==> src/rtl/i2c_busmon_pkg.sv <==
package i2c_busmon_pkg;
   localparam int unsigned CTL_W    = 8;
   localparam int unsigned B_BUSY   = 7;
   localparam int unsigned B_REQN   = 6;
   localparam int unsigned B_SDAMON = 5;
   localparam int unsigned B_ONE4   = 4;
   localparam int unsigned B_SCLMON = 3;
   localparam int unsigned B_ONE2   = 2;
   localparam int unsigned B_SRST   = 1;
   localparam int unsigned B_ONE0   = 0;

   typedef enum logic [2:0] {
      G_IDLE      = 3'd0,
      G_ST_LOW    = 3'd1,
      G_HELD      = 3'd2,
      G_RS_SDAREL = 3'd3,
      G_RS_SCLREL = 3'd4,
      G_SP_LOW    = 3'd5,
      G_SP_SCLREL = 3'd6
   } gen_state_e;
endpackage

==> src/rtl/i2c_busmon_sync.sv <==
module i2c_busmon_sync #(
   parameter int unsigned NLINES  = 2,
   parameter int unsigned STAGES  = 2,
   parameter logic        RST_VAL = 1'b1
) (
   input  logic              clk,
   input  logic              rst_n,
   input  logic [NLINES-1:0] lines_in,
   output logic [NLINES-1:0] lines_out
);
   generate
      if (NLINES < 1) begin : g_bad_lines
         $error("i2c_busmon_sync: NLINES must be at least 1");
      end

      if (STAGES == 0) begin : g_bypass
         assign lines_out = lines_in;
      end else if (STAGES == 1) begin : g_single
         for (genvar l = 0; l < NLINES; l++) begin : g_line
            logic q;
            always_ff @(posedge clk or negedge rst_n) begin
               if (!rst_n) q <= RST_VAL;
               else        q <= lines_in[l];
            end
            assign lines_out[l] = q;
         end
      end else begin : g_chain
         for (genvar l = 0; l < NLINES; l++) begin : g_line
            logic [STAGES-1:0] q;
            always_ff @(posedge clk or negedge rst_n) begin
               if (!rst_n) q <= {STAGES{RST_VAL}};
               else        q <= {q[STAGES-2:0], lines_in[l]};
            end
            assign lines_out[l] = q[STAGES-1];
         end
      end
   endgenerate
endmodule

==> src/rtl/i2c_busmon_cond.sv <==
module i2c_busmon_cond (
   input  logic clk,
   input  logic rst_n,
   input  logic sda_s,
   input  logic scl_s,
   output logic busy
);
   logic sda_p;
   logic scl_p;
   logic start_seen;
   logic stop_seen;

   always_ff @(posedge clk or negedge rst_n) begin
      if (!rst_n) begin
         sda_p <= 1'b1;
         scl_p <= 1'b1;
      end else begin
         sda_p <= sda_s;
         scl_p <= scl_s;
      end
   end

   assign start_seen = scl_s & scl_p & sda_p & ~sda_s;
   assign stop_seen  = scl_s & scl_p & ~sda_p & sda_s;

   always_ff @(posedge clk or negedge rst_n) begin
      if (!rst_n)          busy <= 1'b0;
      else if (start_seen) busy <= 1'b1;
      else if (stop_seen)  busy <= 1'b0;
   end


   busy_rise_chk: assert property (@(posedge clk) disable iff (!rst_n)
      $rose(busy) |-> $past(scl_s && !sda_s));


   busy_fall_chk: assert property (@(posedge clk) disable iff (!rst_n)
      $fell(busy) |-> $past(scl_s && sda_s));
endmodule

==> src/rtl/i2c_busmon_gen.sv <==
module i2c_busmon_gen
   import i2c_busmon_pkg::*;
#(
   parameter int unsigned HALF_CNT = 8
) (
   input  logic clk,
   input  logic rst_n,
   input  logic abort,
   input  logic req_start,
   input  logic req_stop,
   output logic sda_oe,
   output logic scl_oe
);
   localparam int unsigned CW   = (HALF_CNT > 2) ? $clog2(HALF_CNT) : 1;
   localparam logic [CW-1:0] LAST = CW'(HALF_CNT - 1);

   generate
      if (HALF_CNT < 2) begin : g_bad_half
         $error("i2c_busmon_gen: HALF_CNT must be at least 2");
      end
   endgenerate

   gen_state_e    state, state_d;
   logic [CW-1:0] cnt, cnt_d;
   logic          tick;
   logic          timed;
   logic          sda_d, scl_d;

   assign tick  = (cnt == LAST);
   assign timed = (state == G_ST_LOW)    || (state == G_RS_SDAREL) ||
                  (state == G_RS_SCLREL) || (state == G_SP_LOW)    ||
                  (state == G_SP_SCLREL);

   always_comb begin
      state_d = state;
      unique case (state)
         G_IDLE:      if (req_start) state_d = G_ST_LOW;
         G_ST_LOW:    if (tick) state_d = G_HELD;
         G_HELD: begin
            if (req_start)     state_d = G_RS_SDAREL;
            else if (req_stop) state_d = G_SP_LOW;
         end
         G_RS_SDAREL: if (tick) state_d = G_RS_SCLREL;
         G_RS_SCLREL: if (tick) state_d = G_ST_LOW;
         G_SP_LOW:    if (tick) state_d = G_SP_SCLREL;
         G_SP_SCLREL: if (tick) state_d = G_IDLE;
         default:     state_d = G_IDLE;
      endcase
      if (abort) state_d = G_IDLE;
   end

   always_comb begin
      if (state_d != state) cnt_d = '0;
      else if (timed)       cnt_d = cnt + 1'b1;
      else                  cnt_d = '0;
   end

   always_comb begin
      sda_d = (state_d == G_ST_LOW) || (state_d == G_HELD) ||
              (state_d == G_SP_LOW) || (state_d == G_SP_SCLREL);
      scl_d = (state_d == G_HELD) || (state_d == G_RS_SDAREL) ||
              (state_d == G_SP_LOW);
   end

   always_ff @(posedge clk or negedge rst_n) begin
      if (!rst_n) begin
         state  <= G_IDLE;
         cnt    <= '0;
         sda_oe <= 1'b0;
         scl_oe <= 1'b0;
      end else begin
         state  <= state_d;
         cnt    <= cnt_d;
         sda_oe <= sda_d;
         scl_oe <= scl_d;
      end
   end


   cnt_bound_chk: assert property (@(posedge clk) disable iff (!rst_n)
      cnt <= LAST);


   scl_pull_chk: assert property (@(posedge clk) disable iff (!rst_n)
      $rose(scl_oe) |-> sda_oe);


   abort_release_chk: assert property (@(posedge clk) disable iff (!rst_n)
      abort |=> (!sda_oe && !scl_oe));
endmodule

==> src/rtl/i2c_busmon_ctl.sv <==
module i2c_busmon_ctl
   import i2c_busmon_pkg::*;
#(
   parameter int unsigned HALF_CNT    = 8,
   parameter int unsigned SYNC_STAGES = 2
) (
   input  logic             clk,
   input  logic             rst_n,
   input  logic             sync_mode,
   input  logic             wr_en,
   input  logic [CTL_W-1:0] wr_data,
   output logic [CTL_W-1:0] rd_data,
   input  logic             sda_in,
   input  logic             scl_in,
   output logic             sda_oe,
   output logic             scl_oe
);
   localparam int unsigned NLINES = 2;

   logic [NLINES-1:0] raw_lines;
   logic [NLINES-1:0] syn_lines;
   logic              sda_s, scl_s;
   logic              busy_int;
   logic              soft_rst_q;
   logic              cmd_ok;
   logic              req_start, req_stop;
   logic              unused_wr;

   assign raw_lines = {scl_in, sda_in};

   i2c_busmon_sync #(
      .NLINES  (NLINES),
      .STAGES  (SYNC_STAGES),
      .RST_VAL (1'b1)
   ) i_sync (
      .clk       (clk),
      .rst_n     (rst_n),
      .lines_in  (raw_lines),
      .lines_out (syn_lines)
   );

   assign sda_s = syn_lines[0];
   assign scl_s = syn_lines[1];

   i2c_busmon_cond i_cond (
      .clk   (clk),
      .rst_n (rst_n),
      .sda_s (sda_s),
      .scl_s (scl_s),
      .busy  (busy_int)
   );

   always_ff @(posedge clk or negedge rst_n) begin
      if (!rst_n)     soft_rst_q <= 1'b0;
      else if (wr_en) soft_rst_q <= wr_data[B_SRST];
   end

   assign cmd_ok    = wr_en && !wr_data[B_REQN] && !wr_data[B_SRST] && !soft_rst_q;
   assign req_start = cmd_ok &&  wr_data[B_BUSY];
   assign req_stop  = cmd_ok && !wr_data[B_BUSY];

   i2c_busmon_gen #(
      .HALF_CNT (HALF_CNT)
   ) i_gen (
      .clk       (clk),
      .rst_n     (rst_n),
      .abort     (soft_rst_q),
      .req_start (req_start),
      .req_stop  (req_stop),
      .sda_oe    (sda_oe),
      .scl_oe    (scl_oe)
   );

   always_comb begin
      rd_data           = '0;
      rd_data[B_BUSY]   = busy_int & ~sync_mode;
      rd_data[B_REQN]   = 1'b1;
      rd_data[B_SDAMON] = sda_s;
      rd_data[B_ONE4]   = 1'b1;
      rd_data[B_SCLMON] = scl_s;
      rd_data[B_ONE2]   = 1'b1;
      rd_data[B_SRST]   = soft_rst_q;
      rd_data[B_ONE0]   = 1'b1;
   end

   assign unused_wr = ^{wr_data[B_SDAMON], wr_data[B_ONE4], wr_data[B_SCLMON],
                        wr_data[B_ONE2], wr_data[B_ONE0]};


   stop_idle_chk: assert property (@(posedge clk) disable iff (!rst_n)
      (wr_en && !wr_data[B_REQN] && !wr_data[B_BUSY] && !sda_oe && !scl_oe && !busy_int)
      |=> (!sda_oe && !scl_oe));


   reqn_hold_chk: assert property (@(posedge clk) disable iff (!rst_n)
      (wr_en && wr_data[B_REQN] && !soft_rst_q && !sda_oe && !scl_oe && !busy_int)
      |=> (!sda_oe && !scl_oe));


   srst_store_chk: assert property (@(posedge clk) disable iff (!rst_n)
      wr_en |=> (rd_data[B_SRST] == $past(wr_data[B_SRST])));
endmodule

==> config.mk <==
export PLATFORM = sky130hd
export DESIGN_NAME = i2c_busmon_ctl
export DESIGN_NICKNAME = d
export VERILOG_FILES = /design/src/rtl/i2c_busmon_pkg.sv /design/src/rtl/i2c_busmon_sync.sv /design/src/rtl/i2c_busmon_cond.sv /design/src/rtl/i2c_busmon_gen.sv /design/src/rtl/i2c_busmon_ctl.sv
export SDC_FILE = /design/constraint.sdc
export NUM_CORES = 1
export LEC_CHECK = 0
export BUFFER_PORTS_ARGS = -buffer_cell sky130_fd_sc_hd__buf_4
export CAP_MARGIN = 20
export CORE_AREA = 2 2 63 65
export CTS_CLUSTER_SIZE = 10
export DETAILED_ROUTE_END_ITERATION = 8
export DIE_AREA = 0 0 65 67
export SLEW_MARGIN = 0
export SYNTH_ARGS = -nofsm -noshare
export SYNTH_HDL_FRONTEND = slang
export SYNTH_HIERARCHICAL = 1
export SYNTH_SLANG_ARGS = --single-unit
==> constraint.sdc <==
create_clock -name clk -period 2.5 [get_ports clk]
set_input_delay 0.375 -clock clk [delete_from_list [all_inputs] [get_ports clk]]
set_output_delay 0.375 -clock clk [all_outputs]
set_load 0.01 [all_outputs]
==> results by group <==
Status
  • Result of the run: finished, final reports clean

Critical path
  • Cells traversed along the worst timing path: ha_1 -> ha_1 -> nand2b_1 -> o21a_1 -> o22a_1 -> or2_1 -> ha_1 -> nor2_1 -> mux2i_1
  • Worst R2R Path Depth: 9
  • Critical Path End Type: flip-flop
  • Crit path capture: i_gen/scl_oe
  • Reg2Reg Capture Point: i_gen/scl_oe
  • CP max stage delay: 0.38 ns
  • Max Fanout on Critical Path: 7
  • Critical Path Slowest Stage Cell: dfrtp_1
  • R2r setup slk: 0.40 ns
  • Critical path arrival: 2.24 ns
  • Reg-to-Reg Start: i_gen/cnt[0]
  • Worst setup path start: i_gen/cnt[0]
  • Kind of critical path: reg2reg
  • Buffer and inverter count on the worst path: 0
  • Delay-heaviest family, CP: adder cells
  • Count of cell instances traversed by the critical path: 9
  • Type of element launching the critical path: flip-flop
  • Required time worst endpoint: ~2.6 ns
  • Crit-path most repeated cell: ha_1

Clocking
  • CTS max path bufs: 2
  • TritonCTS clock tree: yes
  • Insertion delay to the later sink of the worst-skew pair: 0.25 ns
  • Post-CTS Setup Repair Bufs: 0
  • Sink Count: 16
  • # resized after CTS: 0
  • Number of CTS-inserted buffers: 3
  • CTS clock-pin slew for the worst setup and hold paths: about 0.060 ns
  • Buffer type at the clock tree root: clkbuf_8
  • Total number of H-tree levels: 1

Drt
  • Post-detailed-route DRC marker count: 0
  • Wire length after detailed routing: ~1400 um
  • Initial DRC Count: 10
  • Count of TritonRoute iterations in the first routing pass: 4
  • Via count: 576
  • Post-DRT Antenna Nets: 0
  • Via-per-instance ratio: 4.20
  • Avg WL per Cell: between 10 and 15 um

Yosys
  • Flip-flop and latch count after synthesis: 16
  • Netlist area before placement: 872 um2
  • Count of mapped cells out of synthesis: between 70 and 80
  • Synthesized area per cell: approximately 11 um2
  • Post-synth top area share: 0.287
  • Post-synth top flop: dfrtp_1
  • Count of flip-flops with a built-in enable after synthesis: 0
  • Post-synthesis cell type with the largest combined area: dfrtp_1
  • Leading post-synthesis cells by cell area: dfrtp_1, dfstp_2, ha_1
  • Share of synthesized registers carrying an async set or reset: 1.00
  • Sequential share of the synthesized area: 0.468
  • Count of different cell masters after synthesis: 35
  • Count of synthesis-stage warnings from yosys: 6

STA
  • Final Slew Violations: 0
  • Final count of hold timing violations: 0
  • RSZ-0062 raised after global routing: false
  • Setup TNS: 0 ns
  • Post-route fraction of the period consumed by the critical path: 0.840
  • Worst setup skew after layout: 0.00220 ns
  • Final number of setup-violating endpoints: 0
  • Max Freq: between 0.4 and 0.5 GHz
  • Minimum clock period after layout: 2.10 ns

Placed design
  • Placer Congestion: around 0.66
  • Count of input and output buffers: 14
  • DP HPWL: approximately 1100 um
  • Cell area reported after detailed placement: 977 um2

GRT
  • Maximum number of pins on one net before global-route repair: 17
  • Initial antenna violation count: 0
  • Wire length of the first global-routing pass: 2350 um
  • Via count of the first global-routing pass: between 500 and 600
  • Global router's overall resource usage: 0.0758
  • Total overflow reported by the global router: 0

Floorplan
  • Starting density of the core: 0.242
  • Total number of placement rows: 22
  • CORE AREA: 0.00361 mm2
  • DIE AREA: roughly 0.0044 mm2
  • Horizontal extent of the die: 65 um
  • Vertical die dimension: roughly 67 um
  • # IOs: 24

Finish
  • Synthesis-to-layout area growth: 19.5%
  • Multi-input logic area: between 300 and 400 um2
  • Core Util, Final: 0.289
  • Storage cell area: 408 um2
  • Share of final-layout standard cells stronger than drive strength 1: 0.348
  • Post-route cell area: 0.00104 mm2
  • Antenna Cells: 0
  • Nets: 109
  • Final-layout fill cell count: around 370

Hold path
  • Path class of the lowest-slack min-delay path: in2reg
  • Cell count of the worst hold path: 1

Job
  • Max-cap viol count: 0

Power
  • Maximum vdd ir drop: 0.234 mV
  • P_leak: 0.498 nW
  • Power density over the cells: 613 mW/mm2
-- per-layer routing --
metal | track usage | wire, um
met4 | 0.0399 | 29
met1 | 0.0723 | 578
met2 | 0.131 | 734
met3 | 0.0405 | 91
met5 | 0 | 0
-- layout by cell type (no fill, tap or decap), types with 3 or more instances in the layout --
cell type	synthesis	final
buf_4	7	15
conb_1	1	4
nand2_1	3	3
ha_1	5	5
mux2i_1	3	3
nand2b_1	3	3
nor2_1	5	5
dfrtp_1	10	10
clkbuf_8	0	4
dfstp_2	6	6
-- state kept, by name (all words and copies together), names as in the netlist --
name and count:
i_cond/busy 1, soft_rst_q 1, i_gen/cnt 3, i_gen/sda_oe 1
i_gen/scl_oe 1, i_sync/g_chain.g_line.q 4, i_cond/scl_p 1, i_cond/sda_p 1
i_gen/state 3
-- synthesized netlist by cell type, types with 2 or more instances --
cell type / number
inv_1: 2
nand2b_1: 3
a21oi_1: 2
dfrtp_1: 10
mux2i_1: 3
buf_2: 3
ha_1: 5
and4b_1: 2
o21a_1: 2
nor2b_1: 2
buf_4: 7
nor2_1: 5
and3_1: 2
nand2_1: 3
dfstp_2: 6
-- stage by stage --
step                      power, W  setup WS, ns  std cells  hold slack (ns)
final                     0.000639         0.399        137            0.227
after floorplan           0.000389         0.598         80           0.0794
after global placement    0.000410         0.472        132            0.241
after global routing      0.000682         0.302        137            0.211
after CTS                 0.000651         0.395        137            0.221
after detailed placement  0.000416         0.403        132            0.245
-- layout make-up --
cell class              instances  area share
inverters                       3      0.0108
clock buffers                   4      0.0528
repair buffers                 16       0.118
flip-flops and latches         16       0.391
well taps                      48      0.0576
multi-input cells              50       0.370
-- how the worst min path moves through the flow --
stage,end,from
CTS,i_sync/g_chain.g_line[0].q[0],sda_in
global placement,i_cond/busy,rst_n
finish,i_sync/g_chain.g_line[0].q[0],sda_in
detailed placement,i_cond/busy,rst_n
floorplan,i_cond/busy,rst_n
global route,i_sync/g_chain.g_line[0].q[0],sda_in
-- power breakdown --
part           internal (W)  leakage, nW  total, W  switching [W]
registers          0.000283        0.198  0.000304      0.0000211
logic             0.0000557        0.271  0.000107      0.0000514
clock network      0.000140       0.0288  0.000228      0.0000887
total              0.000478        0.498  0.000639       0.000161
-- logic make-up (layout without fill, tap and decap cells) --
group	count (synthesis)	in the layout	synth area share
xor gates and xnor gates	1	1	0.0100
muxes	4	4	0.0516
and+or+nand+nor	25	25	0.188
adders and majority gates	5	5	0.0717
AOI/OAI and AO/OA	11	11	0.103
buffers and inverters	14	23	0.103
other	1	4	0.00430
DFF	16	16	0.468
-- repair_timing --
item,4_1_cts,5_1_grt
endpoints found under the setup margin,0,0
endpoints found under the hold margin,10,0
hold buffers,1,0
Note: power is estimated with default switching activity, not from simulation.
